`src/rtl/vsb_pkg.sv`:
```
package vsb_pkg;

    localparam int HOST_DW = 8;
    localparam int REG_AW  = 3;

    // register page offsets
    localparam logic [REG_AW-1:0] OFF_BIT   = 3'd0;
    localparam logic [REG_AW-1:0] OFF_BYTE  = 3'd1;
    localparam logic [REG_AW-1:0] OFF_CTRL  = 3'd2;
    localparam logic [REG_AW-1:0] OFF_RA_LO = 3'd3;
    localparam logic [REG_AW-1:0] OFF_RA_HI = 3'd4;

    // control register fields
    localparam int CTRL_OPEN_BIT   = 0;
    localparam int CTRL_STREAM_BIT = 1;

    typedef enum logic [2:0] {
        ST_IDLE,
        ST_OPEN,
        ST_SH_LO,
        ST_SH_HI,
        ST_RD_LO,
        ST_RD_HI,
        ST_STREAM
    } vsb_state_e;

endpackage

```
`src/rtl/vsb_host_regs.sv`:
```
module vsb_host_regs
    import vsb_pkg::*;
#(
    parameter int ADDR_W = 16
) (
    input  logic                     clk,
    input  logic                     rst_n,
    input  logic                     host_we,
    input  logic [REG_AW-1:0]        host_addr,
    input  logic [HOST_DW-1:0]       host_wdata,
    input  logic                     vblank,
    input  logic                     hold,
    output logic                     ev_bit,
    output logic                     ev_byte,
    output logic                     ev_ctrl,
    output logic                     stream_en,
    output logic [ADDR_W-1:0]        rd_addr,
    output logic                     blocked
);

    localparam int HI_W = ADDR_W - HOST_DW;

    logic               accept;
    logic [HOST_DW-1:0] ra_lo_q;
    logic [HI_W-1:0]    ra_hi_q;
    logic               stream_en_q;
    logic               blocked_q;

    // strobes count only in blanking and while no shift is running
    assign accept  = host_we && vblank && !hold;
    assign ev_bit  = accept && (host_addr == OFF_BIT);
    assign ev_byte = accept && (host_addr == OFF_BYTE);
    assign ev_ctrl = accept && (host_addr == OFF_CTRL);

    always_ff @(posedge clk or negedge rst_n) begin
        if (!rst_n) begin
            ra_lo_q     <= '0;
            ra_hi_q     <= '0;
            stream_en_q <= 1'b0;
        end else if (accept) begin
            if (host_addr == OFF_CTRL)  stream_en_q <= host_wdata[CTRL_STREAM_BIT];
            if (host_addr == OFF_RA_LO) ra_lo_q     <= host_wdata;
            if (host_addr == OFF_RA_HI) ra_hi_q     <= host_wdata[HI_W-1:0];
        end
    end

    always_ff @(posedge clk or negedge rst_n) begin
        if (!rst_n)                  blocked_q <= 1'b0;
        else if (host_we && !vblank) blocked_q <= 1'b1;
        else if (ev_ctrl)            blocked_q <= 1'b0;
    end

    assign stream_en = stream_en_q;
    assign rd_addr   = {ra_hi_q, ra_lo_q};
    assign blocked   = blocked_q;

endmodule

```
`src/rtl/vsb_serial_fsm.sv`:
```
module vsb_serial_fsm
    import vsb_pkg::*;
#(
    parameter int               ADDR_W     = 16,
    parameter int               CMD_W      = 8,
    parameter logic [CMD_W-1:0] RD_OPCODE  = 8'h03
) (
    input  logic                clk,
    input  logic                rst_n,
    input  logic                ev_bit,
    input  logic                ev_byte,
    input  logic                ev_ctrl,
    input  logic [HOST_DW-1:0]  host_wdata,
    input  logic                frame_go,
    input  logic                stream_en,
    input  logic [ADDR_W-1:0]   rd_addr,
    input  logic                vblank,
    output logic                cs_n,
    output logic                sck_shift,
    output logic                mosi,
    output logic                busy,
    output logic                streaming
);

    localparam int TX_W  = CMD_W + ADDR_W;
    localparam int CNT_W = $clog2(TX_W + 1);

    vsb_state_e        state_q, state_d;
    logic [TX_W-1:0]   tx_q;
    logic [CNT_W-1:0]  cnt_q;
    logic              last_bit;
    logic              start_rd;
    logic              ctrl_open;

    assign last_bit  = (cnt_q == CNT_W'(1));
    assign start_rd  = frame_go && stream_en && !vblank;
    assign ctrl_open = host_wdata[CTRL_OPEN_BIT];

    // next-state selection
    always_comb begin
        state_d = state_q;
        unique case (state_q)
            ST_IDLE: begin
                if (ev_ctrl && ctrl_open) state_d = ST_OPEN;
                else if (start_rd)        state_d = ST_RD_LO;
            end
            ST_OPEN: begin
                if (ev_ctrl && !ctrl_open)  state_d = ST_IDLE;
                else if (ev_bit || ev_byte) state_d = ST_SH_LO;
            end
            ST_SH_LO:  state_d = ST_SH_HI;
            ST_SH_HI:  state_d = last_bit ? ST_OPEN : ST_SH_LO;
            ST_RD_LO:  state_d = vblank ? ST_IDLE : ST_RD_HI;
            ST_RD_HI: begin
                if (vblank)        state_d = ST_IDLE;
                else if (last_bit) state_d = ST_STREAM;
                else               state_d = ST_RD_LO;
            end
            ST_STREAM: state_d = vblank ? ST_IDLE : ST_STREAM;
            default:   state_d = ST_IDLE;
        endcase
    end

    // state register
    always_ff @(posedge clk or negedge rst_n) begin
        if (!rst_n) state_q <= ST_IDLE;
        else        state_q <= state_d;
    end

    // shared transmit shifter and bit counter
    always_ff @(posedge clk or negedge rst_n) begin
        if (!rst_n) begin
            tx_q  <= '0;
            cnt_q <= '0;
        end else begin
            case (state_q)
                ST_IDLE: begin
                    if (start_rd && !ev_ctrl) begin
                        tx_q  <= {RD_OPCODE, rd_addr};
                        cnt_q <= CNT_W'(TX_W);
                    end
                end
                ST_OPEN: begin
                    if (ev_bit) begin
                        tx_q  <= {host_wdata[HOST_DW-1], {(TX_W-1){1'b0}}};
                        cnt_q <= CNT_W'(1);
                    end else if (ev_byte) begin
                        tx_q  <= {host_wdata, {(TX_W-HOST_DW){1'b0}}};
                        cnt_q <= CNT_W'(HOST_DW);
                    end
                end
                ST_SH_HI: begin
                    tx_q  <= tx_q << 1;
                    cnt_q <= cnt_q - CNT_W'(1);
                end
                ST_RD_LO: begin
                    if (vblank) tx_q <= '0;
                end
                ST_RD_HI: begin
                    if (vblank) begin
                        tx_q <= '0;
                    end else begin
                        tx_q  <= tx_q << 1;
                        cnt_q <= cnt_q - CNT_W'(1);
                    end
                end
                default: ;
            endcase
        end
    end

    // outputs decoded from the state
    always_comb begin
        cs_n      = (state_q == ST_IDLE);
        sck_shift = (state_q == ST_SH_HI) || (state_q == ST_RD_HI);
        busy      = (state_q == ST_SH_LO) || (state_q == ST_SH_HI);
        streaming = (state_q == ST_STREAM);
        mosi      = tx_q[TX_W-1];
    end

endmodule

```
`src/rtl/vsb_pixel_capture.sv`:
```
module vsb_pixel_capture (
    input  logic clk,
    input  logic rst_n,
    input  logic streaming,
    input  logic vblank,
    input  logic pix_en,
    input  logic mem_miso,
    output logic pix_bit,
    output logic pix_valid
);

    logic take;
    assign take = streaming && !vblank && pix_en;

    always_ff @(posedge clk or negedge rst_n) begin
        if (!rst_n) begin
            pix_bit   <= 1'b0;
            pix_valid <= 1'b0;
        end else begin
            pix_valid <= take;
            if (take) pix_bit <= mem_miso;
        end
    end

endmodule

```
`src/rtl/vram_serial_bridge.sv`:
```
module vram_serial_bridge
    import vsb_pkg::*;
#(
    parameter int               ADDR_W    = 16,
    parameter int               CMD_W     = 8,
    parameter logic [CMD_W-1:0] RD_OPCODE = 8'h03
) (
    input  logic               clk,
    input  logic               rst_n,
    input  logic               host_we,
    input  logic [REG_AW-1:0]  host_addr,
    input  logic [HOST_DW-1:0] host_wdata,
    input  logic               vblank,
    input  logic               frame_go,
    input  logic               pix_en,
    input  logic               mem_miso,
    output logic               mem_sck,
    output logic               mem_cs_n,
    output logic               mem_mosi,
    output logic               pix_bit,
    output logic               pix_valid,
    output logic               busy,
    output logic               blocked
);

    logic              ev_bit, ev_byte, ev_ctrl;
    logic              stream_en;
    logic [ADDR_W-1:0] rd_addr;
    logic              sck_shift;
    logic              streaming;

    vsb_host_regs #(.ADDR_W(ADDR_W)) u_regs (
        .clk        (clk),
        .rst_n      (rst_n),
        .host_we    (host_we),
        .host_addr  (host_addr),
        .host_wdata (host_wdata),
        .vblank     (vblank),
        .hold       (busy),
        .ev_bit     (ev_bit),
        .ev_byte    (ev_byte),
        .ev_ctrl    (ev_ctrl),
        .stream_en  (stream_en),
        .rd_addr    (rd_addr),
        .blocked    (blocked)
    );

    vsb_serial_fsm #(
        .ADDR_W    (ADDR_W),
        .CMD_W     (CMD_W),
        .RD_OPCODE (RD_OPCODE)
    ) u_fsm (
        .clk        (clk),
        .rst_n      (rst_n),
        .ev_bit     (ev_bit),
        .ev_byte    (ev_byte),
        .ev_ctrl    (ev_ctrl),
        .host_wdata (host_wdata),
        .frame_go   (frame_go),
        .stream_en  (stream_en),
        .rd_addr    (rd_addr),
        .vblank     (vblank),
        .cs_n       (mem_cs_n),
        .sck_shift  (sck_shift),
        .mosi       (mem_mosi),
        .busy       (busy),
        .streaming  (streaming)
    );

    vsb_pixel_capture u_cap (
        .clk       (clk),
        .rst_n     (rst_n),
        .streaming (streaming),
        .vblank    (vblank),
        .pix_en    (pix_en),
        .mem_miso  (mem_miso),
        .pix_bit   (pix_bit),
        .pix_valid (pix_valid)
    );

    // the capture strobe doubles as the stream clock pulse
    assign mem_sck = sck_shift | pix_valid;

endmodule

```
`config.mk`:
```
export PLATFORM = sky130hd
export DESIGN_NAME = vram_serial_bridge
export DESIGN_NICKNAME = d
export VERILOG_FILES = /design/src/rtl/vsb_pkg.sv /design/src/rtl/vsb_host_regs.sv /design/src/rtl/vsb_serial_fsm.sv /design/src/rtl/vsb_pixel_capture.sv /design/src/rtl/vram_serial_bridge.sv
export SDC_FILE = /design/constraint.sdc
export NUM_CORES = 1
export LEC_CHECK = 0
export ABC_AREA = 1
export BUFFER_PORTS_ARGS = -buffer_cell sky130_fd_sc_hd__buf_2
export CAP_MARGIN = 30
export CORE_MARGIN = 5
export CORE_UTILIZATION = 61
export CTS_BUF_LIST = sky130_fd_sc_hd__clkbuf_8
export CTS_CLUSTER_DIAMETER = 100
export DETAILED_ROUTE_END_ITERATION = 8
export PLACE_DENSITY = 0.81
export SLEW_MARGIN = 20
export SYNTH_ARGS = -nofsm -noshare
export SYNTH_HDL_FRONTEND = slang
export SYNTH_SLANG_ARGS = --single-unit
```
`constraint.sdc`:
```
create_clock -name clk -period 2 [get_ports clk]
set_clock_uncertainty 0.15 [all_clocks]
set_input_delay 0.4 -clock clk [delete_from_list [all_inputs] [get_ports clk]]
set_output_delay 0.4 -clock clk [all_outputs]
set_load 0.01 [all_outputs]
```
==> impl_metrics.py, run 1 <==
metrics = {
    "power_and_ir_drop": {
        "power.leakage_nw": 1.70,
        "power_mw": 4.59,
        "ir_drop_uv": 690,
        "powerDensity_nw_per_um2": 1460,
    },
    "setup_path": {
        "critical-path-top-delay-family": "simple AND/OR/NAND/NOR gates",
        "cp_max_fo": 4,
        "cp.required_ns": 1.45,
        "crit_path_end_kind": "primary output",
        "max_stage_delay_ns": 0.45,
        "cp_common_cell": "nor2_2",
        "cp-start-kind": "register",
        "crit_chain": "nor2_2 -> nor2_2 -> or2_2 -> buf_2",
        "cp.arrival_ns": 1.42,
        "cp_num_buf_inv": 1,
        "crit_slowest_cell": "dfrtp_2",
        "crit_type": "register to primary output",
    },
    "logic_synthesis": {
        "syn-num-nets": 389,
        "synthesis.area_um2": 2800,
        "synth_area_per_cell_um2": 7.58,
        "synth_seq_area_share_pct": 46.6,
        "synth_seq_cells": 52,
        "yosys.cell_types.count": 28,
        "netlist_instances": 369,
        "yosys_warnings": 0,
    },
    "timing": {
        "tns_ns": 0,
        "hold_viol_final": 0,
        "min_period_over_period_pct": 98.7,
        "slew_violations": 0,
        "tightest_slew_ns": 0.738,
        "clock.fmax_mhz": 507,
        "min_period_ns": 1.97,
        "maxSlewHeadroom_pct": 50.8,
        "rsz0062_at_grt": "yes",
        "finalSetupViolCount": 0,
    },
    "route": {
        "drt-total-wl_um": 6210,
        "routedWlPerCell_um": 13.7,
        "drt_first_iter_violations": 213,
        "dr.pass1.iters": 4,
        "ant_nets": 0,
        "via_per_inst": 5.40,
        "drcViolationCount": 0,
        "vias": 2446,
    },
    "clock_network": {
        "clk_root_buffer_cell": "clkbuf_8",
        "cts_tree": "done",
        "h-tree-depth": 2,
        "clock_latency_ns": 0.31,
        "clock-sinks": 52,
        "clk_pin_slew_worst_paths_ns": 0.10,
        "clockBufferDepth": 2,
        "numCtsBuffers": 5,
    },
    "floorplanning": {
        "design.core.area_um2": 4410,
        "io-pin-count": 25,
        "dieArea_um2": 6040,
        "chipHeight_um": 77.7,
        "floorplan.initialDensity_pct": 63.3,
        "die_x_um": 77.7,
        "rows": 24,
    },
    "layout": {
        "fin_nets": 420,
        "fin_util_pct": 71.2,
        "final_common_cell": "nand2_1",
        "fin_cells": 453,
        "antennaDiodeCount": 0,
        "final_cell_mix": "nand2_1, dfrtp_1, inv_1",
        "drive_gt1_share_pct": 18.0,
        "areaGrowthSynthToFinish_pct": 12.4,
    },
    "placement": {
        "dp_hpwl_um": 3990,
        "gp_congestion": 0.858,
        "placed_cells": 437,
        "io_buffer_count": 24,
    },
    "run": {
        "cap_violations": 0,
    },
    "global_routing": {
        "grt_start_max_net_pins": 25,
        "globalRoute.totalOverflow": 0,
        "antenna_found_initial": 0,
        "grt_pass1_vias": 2280,
        "grt_pass1_wl_um": 10200,
        "gr-usage-all-layers_pct": 20.4,
    },
    "worst_hold_path": {
        "min-delay-path-class": "primary input to register",
    },
    "run_status": {
        "status": "finished, final reports clean",
    },
}
what timing repair did:
item	in CTS	in global routing
endpoints found under the setup margin	1	22
pin swaps	0	4
cloned	0	2
hold endpoints to repair	19	0
buffers inserted	2	3
resized for setup	4	5
hold buffers	1	0
power by group:
part	switching (mW)	internal [mW]
logic	1.37	0.737
clock network	0.372	0.377
registers	0.261	1.47
total	2.00	2.58
worst min-delay path: cells and delay by family:
family                 cells  cell delay (ns)
buffers and inverters      1             0.09
and+or+nand+nor            2             0.10
cell type report:
cell class	instances	area, um^2
Fill cell	373	1270
Clock inverter	3	46.3
Multi-Input combinational cell	278	1340
Inverter	29	109
Clock buffer	5	68.8
Timing Repair Buffer	34	210
Sequential cell	52	1310
Tap cell	52	65.1
final timing paths:
path	from	end	slack, ns	depth (start not counted)
setup / recovery	u_fsm.state_q[1]	mem_sck	0.03	4
hold / removal	host_we	u_regs.blocked	0.16	3
setup reg to reg	u_fsm.state_q[1]	u_fsm.tx_q[20]	0.08	9
hold reg to reg	u_fsm.tx_q[10]	u_fsm.tx_q[10]	0.33	2
max in group asynchronous	rst_n	u_fsm.tx_q[1]	0.69	3
min in group asynchronous	rst_n	u_regs.ra_hi_q[6]	0.42	2
routing by layer:
layer	up-vias	GRT usage (%)	routed length, um
met5	-	0	0
met4	0	5.15	111
met3	14	4.86	367
met2	79	32.4	2950
met1	1137	28.2	2790
li1	1216	-	-
stage by stage:
stage | hold slack (ns) | instance area, um^2 | worst slack, ns
finish | 0.160 | 3140 | 0.0268
CTS | 0.158 | 3060 | 0.000739
floorplan | -0.0456 | 2800 | 0.416
global placement | 0.245 | 2920 | 0.233
detailed placement | 0.239 | 2920 | 0.132
global route | 0.180 | 3140 | -0.0173
synth_stat cells, drive strengths merged:
| library cell | number | area (um^2) |
|---|---|---|
| a21oi | 8 | 51.3 |
| ha | 2 | 25.0 |
| and2 | 1 | 6.26 |
| buf | 12 | 95.1 |
| nand4 | 4 | 55.1 |
| nand3 | 20 | 113 |
| o21ai | 28 | 144 |
| inv | 28 | 105 |
| clkinv | 1 | 3.75 |
| dfrtp | 52 | 1300 |
| nor4 | 1 | 6.26 |
| or2 | 2 | 12.5 |
| nor2 | 19 | 124 |
| nand2 | 188 | 738 |
| nor3 | 3 | 15.0 |
flip-flops by register name (all words and copies together) (netlist names):
name / count
u_fsm.tx_q: 24
u_regs.ra_lo_q: 8
u_fsm.state_q: 3
u_regs.stream_en: 1
u_cap.pix_bit: 1
u_regs.blocked: 1
u_cap.pix_valid: 1
u_fsm.cnt_q: 5
u_regs.ra_hi_q: 8
cell families after synthesis:
kind of cell,Yosys count,share of synthesized area (%)
fa+ha+maj,2,0.895
simple gates,238,38.3
compound gates,36,6.98
flops,52,46.6
buf+inv,41,7.30
No activity file was read; power rests on OpenSTA's default activity.
==> run 2, diff against run 1 <==
==> constraint.sdc (replaced) <==
create_clock -name clk -period 2.19 [get_ports clk]
set_clock_uncertainty 0.15 [all_clocks]
set_input_delay 0.438 -clock clk [delete_from_list [all_inputs] [get_ports clk]]
set_output_delay 0.438 -clock clk [all_outputs]
set_load 0.1 [all_outputs]
==> run 2 against run 1 <==
Sequential share of layout area increased by 1.1 points. Worst setup slack improved by 0.083 ns. Hold slack got worse by 0.079 ns. Largest power group unchanged. Final area decreased by 2.7%. Highest routed layer unchanged. Critical endpoint unchanged. Utilization shrank 1.9 points.
==> impl_metrics.py, run 2 (synthesis results as in run 1) <==
metrics = {
    "timing": {
        "finalSetupViolCount": 0,
        "tns_ns": 0,
        "maxSlewHeadroom_pct": 56.5,
        "clock.fmax_mhz": 481,
        "slew_violations": 0,
        "hold_viol_final": 0,
        "min_period_over_period_pct": 95.0,
        "rsz0062_at_grt": "no",
        "tightest_slew_ns": 0.653,
        "worst_slack_ns": 0.109,
        "whs_ns": 0.0810,
        "min_period_ns": 2.08,
    },
    "floorplanning": {
        "chipHeight_um": 77.7,
        "io-pin-count": 25,
        "rows": 24,
        "floorplan.initialDensity_pct": 63.3,
        "dieArea_um2": 6040,
        "die_x_um": 77.7,
        "design.core.area_um2": 4410,
    },
    "global_routing": {
        "antenna_found_initial": 0,
        "grt_start_max_net_pins": 53,
        "grt_pass1_vias": 2287,
        "grt_pass1_wl_um": 10200,
        "globalRoute.totalOverflow": 0,
        "gr-usage-all-layers_pct": 20.3,
    },
    "placement": {
        "io_buffer_count": 24,
        "dp_hpwl_um": 3700,
        "dp_slack_ns": 0.346,
        "gp_congestion": 0.852,
    },
    "clock_network": {
        "clock_latency_ns": 0.30,
        "clk_pin_slew_worst_paths_ns": 0.10,
        "cts_tree": "done",
        "numCtsBuffers": 5,
        "cts_resized": 1,
        "clock-sinks": 52,
        "cts_setup_buffers": 0,
        "clockBufferDepth": 2,
        "ctsHoldBuffers": 0,
        "clk_root_buffer_cell": "clkbuf_8",
        "h-tree-depth": 2,
    },
    "power_and_ir_drop": {
        "power.leakage_nw": 1.67,
        "power_mw": 4.29,
        "powerDensity_nw_per_um2": 1400,
        "ir_drop_uv": 1020,
    },
    "route": {
        "via_per_inst": 5.25,
        "routedWlPerCell_um": 12.4,
        "wl_met1_um": 2550,
        "dr.pass1.iters": 4,
        "drcViolationCount": 0,
        "wl_met2_um": 2560,
        "ant_nets": 0,
        "dr_wl_met3_um": 299,
        "vias": 2329,
        "top_layer": "met4",
        "drt-total-wl_um": 5490,
        "drt_first_iter_violations": 182,
    },
    "layout": {
        "fin_nets": 411,
        "final_cell_mix": "nand2_1, dfrtp_1, inv_1",
        "antennaDiodeCount": 0,
        "fin_util_pct": 69.3,
        "final_common_cell": "nand2_1",
        "drive_gt1_share_pct": 15.6,
        "regMostFlops": "u_fsm.tx_q",
        "top_regs": "u_fsm.tx_q x24, u_regs.ra_hi_q x8, u_regs.ra_lo_q x8",
        "largest_reg_flops": 24,
        "areaGrowthSynthToFinish_pct": 9.40,
    },
    "worst_hold_path": {
        "min-delay-path-class": "primary input to asynchronous set/reset pin",
    },
    "setup_path": {
        "cp-start-kind": "register",
        "cp_max_fo": 6,
        "crit_path_end_kind": "primary output",
        "cp.required_ns": 1.60,
        "cp.arrival_ns": 1.49,
        "crit_type": "register to primary output",
    },
    "run": {
        "cap_violations": 0,
    },
    "run_status": {
        "status": "finished, final reports clean",
    },
}
==> run 2: cell types whose count changed in the layout (fill, tap and decap cells not counted), sizes merged <==
cell | previous run | this run
nor2 | 20 | 19
buf | 33 | 27
inv | 29 | 30
nand4 | 5 | 4
dlygate4sd3 | 1 | 0
clkinvlp | 1 | 0
==> run 2: report_power, final <==
| group | switching [mW] | total [mW] | internal, mW |
|---|---|---|---|
| Clock | 0.329 | 0.670 | 0.341 |
| Combinational | 1.42 | 2.05 | 0.625 |
| Sequential | 0.234 | 1.57 | 1.34 |
| Total | 1.99 | 4.29 | 2.31 |
==> run 2: routing by layer <==
metal	global-route usage, %	vias up
met4	6.87	0
met1	28.3	1088
li1	-	1185
met3	4.05	7
met2	31.9	49
met5	0	-
==> run 2: path summary, 6_finish.rpt <==
path	slack, ns	endpoint	depth (start not counted)	start
max	0.11	mem_sck	5	u_fsm.state_q[2]
min	0.08	u_fsm.tx_q[6]	2	rst_n
max reg2reg	0.45	u_fsm.tx_q[16]	8	u_fsm.state_q[0]
min reg2reg	0.32	u_fsm.tx_q[23]	2	u_fsm.tx_q[23]
max in group asynchronous	1.34	u_fsm.state_q[0]	2	rst_n
min in group clk	0.20	u_regs.blocked	3	host_we
==> run 2: cell type report <==
type	instances	area, um^2
Fill cell	379	1360
Clock inverter	3	42.5
Clock buffer	5	68.8
Multi-Input combinational cell	276	1290
Inverter	29	109
Timing Repair Buffer	27	173
Tap cell	52	65.1
Sequential cell	52	1310
==> run 2: through the flow <==
step | std cells | instance area, um^2
final | 444 | 3060
after global routing | 444 | 3060
after CTS | 444 | 3050
after detailed placement | 436 | 2940
after global placement | 436 | 2940
after floorplan | 369 | 2800
==> run 2: critical path: stages (launching register included) <==
cell     delay [ns]
dfrtp_2        0.44
nand2_1        0.12
nand2_2        0.10
nor2_2         0.06
or2_2          0.30
buf_12         0.17
